## src/rtl/pcb_pkg.sv

```systemverilog
package pcb_pkg;

  // Transfer tracking; the write cycle itself is tracked by the timer.
  typedef enum logic [1:0] {
    XF_IDLE,   // no write transfer open
    XF_FILL,   // write transfer open, bytes accepted
    XF_HELD    // closed by a repeated start, nothing to commit
  } xfer_state_e;

endpackage

```

## src/rtl/pcb_addr_ctr.sv

```systemverilog
module pcb_addr_ctr #(
  parameter int ADDR_W  = 17,
  parameter int PAGE_AW = 8
) (
  input  logic                      clk,
  input  logic                      rst_n,
  input  logic                      load,
  input  logic [ADDR_W-1:0]         load_addr,
  input  logic                      step,
  output logic [PAGE_AW-1:0]        lo,
  output logic [ADDR_W-PAGE_AW-1:0] hi
);
  localparam int HI_W = ADDR_W - PAGE_AW;

  // Low part advances modulo the page size; no carry into the page bits.
  function automatic logic [PAGE_AW-1:0] lo_after(input logic [PAGE_AW-1:0] cur);
    return cur + 1'b1;
  endfunction

  logic [PAGE_AW-1:0] lo_q;
  logic [HI_W-1:0]    hi_q;

  always_ff @(posedge clk or negedge rst_n) begin
    if (!rst_n) begin
      lo_q <= '0;
      hi_q <= '0;
    end else if (load) begin
      {hi_q, lo_q} <= load_addr;
    end else if (step) begin
      lo_q <= lo_after(lo_q);
    end
  end

  assign lo = lo_q;
  assign hi = hi_q;

  // page bits hold while bytes are stepped in
  p_hi_fixed_r2: assert property (@(posedge clk) disable iff (!rst_n)
    (step && !load) |=> $stable(hi_q));

  // the last slot wraps to slot zero of the same page
  p_wrap_to_zero_r3: assert property (@(posedge clk) disable iff (!rst_n)
    (step && !load && (&lo_q)) |=> (lo_q == '0));

endmodule

```

## src/rtl/pcb_page_store.sv

```systemverilog
module pcb_page_store #(
  parameter int PAGE_AW = 8,
  parameter int DATA_W  = 8
) (
  input  logic                    clk,
  input  logic                    rst_n,
  input  logic                    clear,
  input  logic                    wr_en,
  input  logic [PAGE_AW-1:0]      wr_idx,
  input  logic [DATA_W-1:0]       wr_data,
  input  logic [PAGE_AW-1:0]      rd_idx,
  output logic [DATA_W-1:0]       rd_data,
  output logic                    rd_valid,
  output logic [(1<<PAGE_AW)-1:0] mask
);
  localparam int DEPTH = 1 << PAGE_AW;

  logic [DATA_W-1:0] slot_q [DEPTH];
  logic [DEPTH-1:0]  mask_q;

  // Data slots carry no reset; the mask says which are meaningful.
  always_ff @(posedge clk) begin
    if (wr_en) slot_q[wr_idx] <= wr_data;
  end

  always_ff @(posedge clk or negedge rst_n) begin
    if (!rst_n)      mask_q <= '0;
    else if (clear)  mask_q <= '0;
    else if (wr_en)  mask_q[wr_idx] <= 1'b1;
  end

  assign rd_data  = slot_q[rd_idx];
  assign rd_valid = mask_q[rd_idx];
  assign mask     = mask_q;

endmodule

```

## src/rtl/pcb_commit_timer.sv

```systemverilog
module pcb_commit_timer #(
  parameter int WR_CYCLES = 1200,
  parameter int PAGE_AW   = 8
) (
  input  logic               clk,
  input  logic               rst_n,
  input  logic               launch,
  output logic               running,
  output logic               scan_on,
  output logic [PAGE_AW-1:0] scan_idx
);
  localparam int CNT_W = $clog2(WR_CYCLES + 1);
  localparam int SPAN  = 1 << PAGE_AW;

  function automatic logic is_final(input logic [CNT_W-1:0] c);
    return c == CNT_W'(WR_CYCLES - 1);
  endfunction

  logic [CNT_W-1:0] cnt_q;
  logic             run_q;
  logic             final_cycle;

  assign final_cycle = run_q && is_final(cnt_q);

  always_ff @(posedge clk or negedge rst_n) begin
    if (!rst_n) begin
      run_q <= 1'b0;
      cnt_q <= '0;
    end else if (launch) begin
      run_q <= 1'b1;
      cnt_q <= '0;
    end else if (run_q) begin
      if (final_cycle) run_q <= 1'b0;
      cnt_q <= cnt_q + 1'b1;
    end
  end

  // The first SPAN cycles of the timed window walk the page slots.
  assign running  = run_q;
  assign scan_on  = run_q && (32'(cnt_q) < SPAN);
  assign scan_idx = PAGE_AW'(cnt_q);

  // a cycle only ends after its full count
  p_full_length_r5: assert property (@(posedge clk) disable iff (!rst_n)
    $fell(run_q) |-> ($past(cnt_q) == CNT_W'(WR_CYCLES - 1)));

endmodule

```

## src/rtl/page_commit_buffer.sv

```systemverilog
module page_commit_buffer #(
  parameter int ADDR_W    = 17,
  parameter int PAGE_AW   = 8,
  parameter int DATA_W    = 8,
  parameter int WR_CYCLES = 1200
) (
  input  logic              clk,
  input  logic              rst_n,
  input  logic              wr_begin,
  input  logic [ADDR_W-1:0] start_addr,
  input  logic              byte_valid,
  input  logic [DATA_W-1:0] byte_data,
  input  logic              stop_evt,
  input  logic              start_evt,
  input  logic              wp,
  output logic              busy,
  output logic              mem_we,
  output logic [ADDR_W-1:0] mem_addr,
  output logic [DATA_W-1:0] mem_wdata
);
  import pcb_pkg::*;

  localparam int HI_W  = ADDR_W - PAGE_AW;
  localparam int DEPTH = 1 << PAGE_AW;

  xfer_state_e        xf_q, xf_d;
  logic [PAGE_AW-1:0] lo;
  logic [HI_W-1:0]    hi;
  logic               running, scan_on;
  logic [PAGE_AW-1:0] scan_idx;
  logic [DATA_W-1:0]  slot_data;
  logic               slot_valid;
  logic [DEPTH-1:0]   mask;

  // Named events for the assertions; every bus-side event is gated by busy.
  logic begin_take, byte_take, stop_take, start_take, launch;

  assign begin_take = wr_begin & ~running;
  assign byte_take  = byte_valid & ~running & ~wr_begin & (xf_q == XF_FILL);
  assign stop_take  = stop_evt & ~running;
  assign start_take = start_evt & ~running;
  assign launch     = stop_take & ~begin_take & (xf_q == XF_FILL) & (|mask) & ~wp;

  always_comb begin
    xf_d = xf_q;
    if (begin_take)                            xf_d = XF_FILL;
    else if (stop_take)                        xf_d = XF_IDLE;
    else if (start_take && xf_q == XF_FILL)    xf_d = XF_HELD;
  end

  always_ff @(posedge clk or negedge rst_n) begin
    if (!rst_n) xf_q <= XF_IDLE;
    else        xf_q <= xf_d;
  end

  pcb_addr_ctr #(.ADDR_W(ADDR_W), .PAGE_AW(PAGE_AW)) addr_i (
    .clk(clk), .rst_n(rst_n), .load(begin_take), .load_addr(start_addr),
    .step(byte_take), .lo(lo), .hi(hi)
  );

  pcb_page_store #(.PAGE_AW(PAGE_AW), .DATA_W(DATA_W)) store_i (
    .clk(clk), .rst_n(rst_n), .clear(begin_take), .wr_en(byte_take),
    .wr_idx(lo), .wr_data(byte_data), .rd_idx(scan_idx),
    .rd_data(slot_data), .rd_valid(slot_valid), .mask(mask)
  );

  pcb_commit_timer #(.WR_CYCLES(WR_CYCLES), .PAGE_AW(PAGE_AW)) timer_i (
    .clk(clk), .rst_n(rst_n), .launch(launch), .running(running),
    .scan_on(scan_on), .scan_idx(scan_idx)
  );

  assign busy      = running;
  assign mem_we    = running & scan_on & slot_valid & ~wp;
  assign mem_addr  = {hi, scan_idx};
  assign mem_wdata = slot_data;

  // a cycle begins only on the edge after a stop
  p_cycle_after_stop_r4: assert property (@(posedge clk) disable iff (!rst_n)
    $rose(busy) |-> $past(stop_evt));

  // no cycle is started while protected
  p_no_cycle_protected_r8: assert property (@(posedge clk) disable iff (!rst_n)
    $rose(busy) |-> !$past(wp));

  // bus events cannot touch the held bytes during a cycle
  p_mask_frozen_r6: assert property (@(posedge clk) disable iff (!rst_n)
    busy |=> $stable(mask));

  // opening a transfer empties the valid mask
  p_mask_cleared_r9: assert property (@(posedge clk) disable iff (!rst_n)
    begin_take |=> (mask == '0));

endmodule

```

## config.mk

```make
export PLATFORM = sky130hd
export DESIGN_NAME = page_commit_buffer
export DESIGN_NICKNAME = d
export VERILOG_FILES = /design/src/rtl/pcb_pkg.sv /design/src/rtl/pcb_addr_ctr.sv /design/src/rtl/pcb_page_store.sv /design/src/rtl/pcb_commit_timer.sv /design/src/rtl/page_commit_buffer.sv
export SDC_FILE = /design/constraint.sdc
export NUM_CORES = 2
export LEC_CHECK = 0
export BUFFER_PORTS_ARGS = -buffer_cell sky130_fd_sc_hd__buf_4
export CORE_AREA = 2 2 306 611
export DETAILED_ROUTE_END_ITERATION = 7
export DIE_AREA = 0 0 308 613
export PLACE_DENSITY = 0.72
export SYNTH_ARGS = -nofsm -noshare
export SYNTH_HDL_FRONTEND = slang
export SYNTH_SLANG_ARGS = --single-unit
```

## constraint.sdc

```tcl
create_clock -name clk -period 3.29 [get_ports clk]
set_input_delay 0.1645 -clock clk [delete_from_list [all_inputs] [get_ports clk]]
set_output_delay 0.1645 -clock clk [all_outputs]
set_load 0.02 [all_outputs]
```

==> impl_metrics.env <==
export IMPL_yosys_top_cells_count="edfxtp_1 (2048), mux4_2 (667), nor2_1 (292)"
export IMPL_fp_dieArea_mm2=0.189
export IMPL_hold_path_endpoint="store_i.slot_q[56][5]"
export IMPL_hold_class="in -> reg"
export IMPL_async_flop_share_pct=12.3
export IMPL_regArea_mm2=0.0687
export IMPL_ys_ff_latch=2335
export IMPL_fillers=12817
export IMPL_cp_start_kind="flip-flop"
export IMPL_cp_slowest_stage_delay_ns=0.53
export IMPL_ff2ff_setup_slack_ns=0.10
export IMPL_routed_wl_um=263000
export IMPL_clk_pin_slew_worst_paths_ns=0.07
export IMPL_finalCritPeriodShare_pct=130
export IMPL_drv_slew=0
export IMPL_syn_inst=4361
export IMPL_crit_buf_inv=6
export IMPL_hold_start="byte_data[5]"
export IMPL_p_leak_uw=0.0368
export IMPL_fmax_mhz=234
export IMPL_cp_top_family="multiplexers"
export IMPL_utilization_pct=58.9
export IMPL_rr_startpoint="xf_q[1]"
export IMPL_wire_per_inst_um=34.6
export IMPL_clock_latency_ns=0.86
export IMPL_rsz0062_at_grt="yes"
export IMPL_via_count=49415
export IMPL_worstSetupPathType="reg -> out"
export IMPL_synth_seq_area_share_pct=74.9
export IMPL_htreeDepth=4
export IMPL_fin_crit_ns=4.27
export IMPL_grt_pass1_vias=50662
export IMPL_worstMarginPinSlew_ns=1.38
export IMPL_holdPathStages=1
export IMPL_drc_errors=0
export IMPL_ant_nets=0
export IMPL_timing_rr_end="store_i.slot_q[112][4]"
export IMPL_core_area_mm2=0.184
export IMPL_path_max_fanout=8
export IMPL_grt_usage_pct=28.2
export IMPL_place_gp_congestion=0.929
export IMPL_cp_required_ns=3.13
export IMPL_synth_nets=4398
export IMPL_num_rows=223
export IMPL_finalSetupViolCount=9
export IMPL_antenna_found_initial=7
export IMPL_synth_edf_count=2048
export IMPL_synth_area_mm2=0.0917
export IMPL_ff2ff_path_depth=6
export IMPL_setup_tns_ns=-8.19
export IMPL_crit_chain="buf_12 > buf_16 > buf_8 > buf_16 > mux4_2 > mux4_2 > a22oi_2 > buf_4 > a221oi_2 > or3_4 > buf_6"
export IMPL_endpoint_kind="output pin"
export IMPL_cts_buffers=196
export IMPL_fp_dieW_um=308
export IMPL_powerDensity_mw_per_mm2=818
export IMPL_yosys_warnings=0
export IMPL_ir_drop_mv=0.615
export IMPL_cp_startpoint="timer_i.cnt_q[0]"
export IMPL_clock_path_buffers=4
export IMPL_fin_total_pwr_uw=88800
export IMPL_grt_pass1_wl_um=373000
export IMPL_yosys_area_top_type_share_pct=67.1
export IMPL_setup_slack_ns=-0.982
export IMPL_violations="negative setup slack"
export IMPL_ys_flop_type="edfxtp_1"
export IMPL_postSynthAreaPerCell_um2=21.0
export IMPL_drive_above_1_share_pct=35.7
export IMPL_grt_max_degree=142
export IMPL_critPathSlowestCell="mux4_2"
export IMPL_drv_cap=0
export IMPL_ios=59
export IMPL_start_util_pct=49.8
export IMPL_area_delta_synth_final_pct=18.4
export IMPL_synthTopCellsByArea="edfxtp_1 (67%), mux4_2 (16%), dfrtp_1 (7.8%)"
export IMPL_first_iter_violations=5631
export IMPL_arrival_ns=4.11
export IMPL_final_setup_skew_ns=0.0542
export IMPL_yosysTopAreaCell="edfxtp_1"
export IMPL_nNetsFinal=5124
export IMPL_ctsRootBufferMaster="clkbuf_16"
export IMPL_synth_most_common_cell="edfxtp_1"
export IMPL_cts_tree="done"
export IMPL_overflow=0
export IMPL_hold_violations=0
export IMPL_multiInputGateArea_mm2=0.0225
export IMPL_die_h_um=613
export IMPL_relSlewSlack_pct=8.33
export IMPL_cts_sinks=2335
export IMPL_drt_pass1_iter_count=5
export IMPL_dp_hpwl_um=171000
export IMPL_status="finished, violations left"
export IMPL_viasPerCell=6.49
export IMPL_ys_types=56
export IMPL_port_buffers=58
per-stage QoR:
stage | hold slack (ns) | instances | setup slack [ns] | cell area [um^2]
final | 0.0127 | 7610 | -0.982 | 109000
after global routing | 0.0597 | 7607 | -0.996 | 109000
after CTS | 0.00502 | 7589 | -0.962 | 108000
after detailed placement | 0.143 | 7140 | -0.445 | 99600
after global placement | 0.140 | 7140 | -0.441 | 99600
after floorplan | -0.131 | 4361 | 0.410 | 91700
cells by family after synthesis:
family	synth area share, %
DFF	74.9
muxes	17.3
and+or+nand+nor	2.81
AOI/OAI and AO/OA	3.37
buffers and inverters	1.39
xor gates and xnor gates	0.143
adders and majority gates	0.0682
where the power goes:
part / internal (uW) / leakage, uW / switching (uW)
combinational: 14800 / 0.0113 / 17300
sequential: 32500 / 0.0223 / 384
clock: 13200 / 0.00317 / 10600
repair_timing:
| action | in CTS | in global routing |
|---|---|---|
| setup buffers | 46 | 17 |
| setup endpoints to repair | 9 | 13 |
| gates resized for setup | 142 | 58 |
| gates cloned | 18 | 3 |
| hold buffers | 31 | 0 |
| endpoints found under the hold margin | 446 | 0 |
| pin swaps | 25 | 30 |
flip-flops by register name, summed over array words and instances, names as in the netlist:
register,cells
store_i.mask,256
timer_i.running,1
addr_i.lo,8
timer_i.cnt_q,11
addr_i.hi,9
store_i.slot_q,2048
xf_q,2
per-layer routing:
metal	track usage [%]	vias to the layer above	routed length (um)
li1	-	19582	-
met1	31.6	26112	83200
met2	48.4	2920	135000
met3	4.13	791	19900
met4	21.6	10	24900
met5	0.287	-	118
placed cells by master, fill, tap and decap left out, drive strengths merged, types with 18 or more instances in the layout:
| cell | n |
|---|---|
| edfxtp | 2048 |
| buf | 751 |
| mux4 | 667 |
| nor2 | 292 |
| dfrtp | 287 |
| clkbuf | 266 |
| o21a | 256 |
| nand2 | 88 |
| nor4 | 72 |
| mux2i | 58 |
| clkinv | 58 |
| a22oi | 39 |
| dlygate4sd3 | 30 |
| a21oi | 26 |
| nand4 | 24 |
| mux2 | 24 |
| o21ai | 22 |
| a221oi | 20 |
| nand3 | 19 |
| bufinv | 18 |
| nor2b | 18 |
worst register-to-register path: stages, from the launching register on:
cell and delay (ns):
dfrtp_1 0.40, and4bb_1 0.53, nand2b_1 0.23, nor2_1 0.35, nand2_1 0.56, nor2_1 0.60
buf_4 0.25
final cells by class:
type,instances,share of cell area (%)
inverters,7,0.0311
clock buffers,255,5.03
multi-input cells,1752,20.7
repair buffers,795,7.28
clock inverters,100,0.947
flip-flops and latches,2335,63.3
well taps,2362,2.72
diodes,4,0.00922
how the worst max path moves through the flow:
stage | slack, ns | to | cells after the start
3_5_place_dp | -0.44 | mem_wdata[5] | 12
4_1_cts | -0.96 | mem_wdata[0] | 11
3_3_place_gp | -0.44 | mem_wdata[5] | 12
6_report | -0.98 | mem_wdata[0] | 11
5_1_grt | -1.0 | mem_wdata[0] | 11
2_1_floorplan | 0.41 | mem_wdata[6] | 8
(Power assumes the default switching activity.)
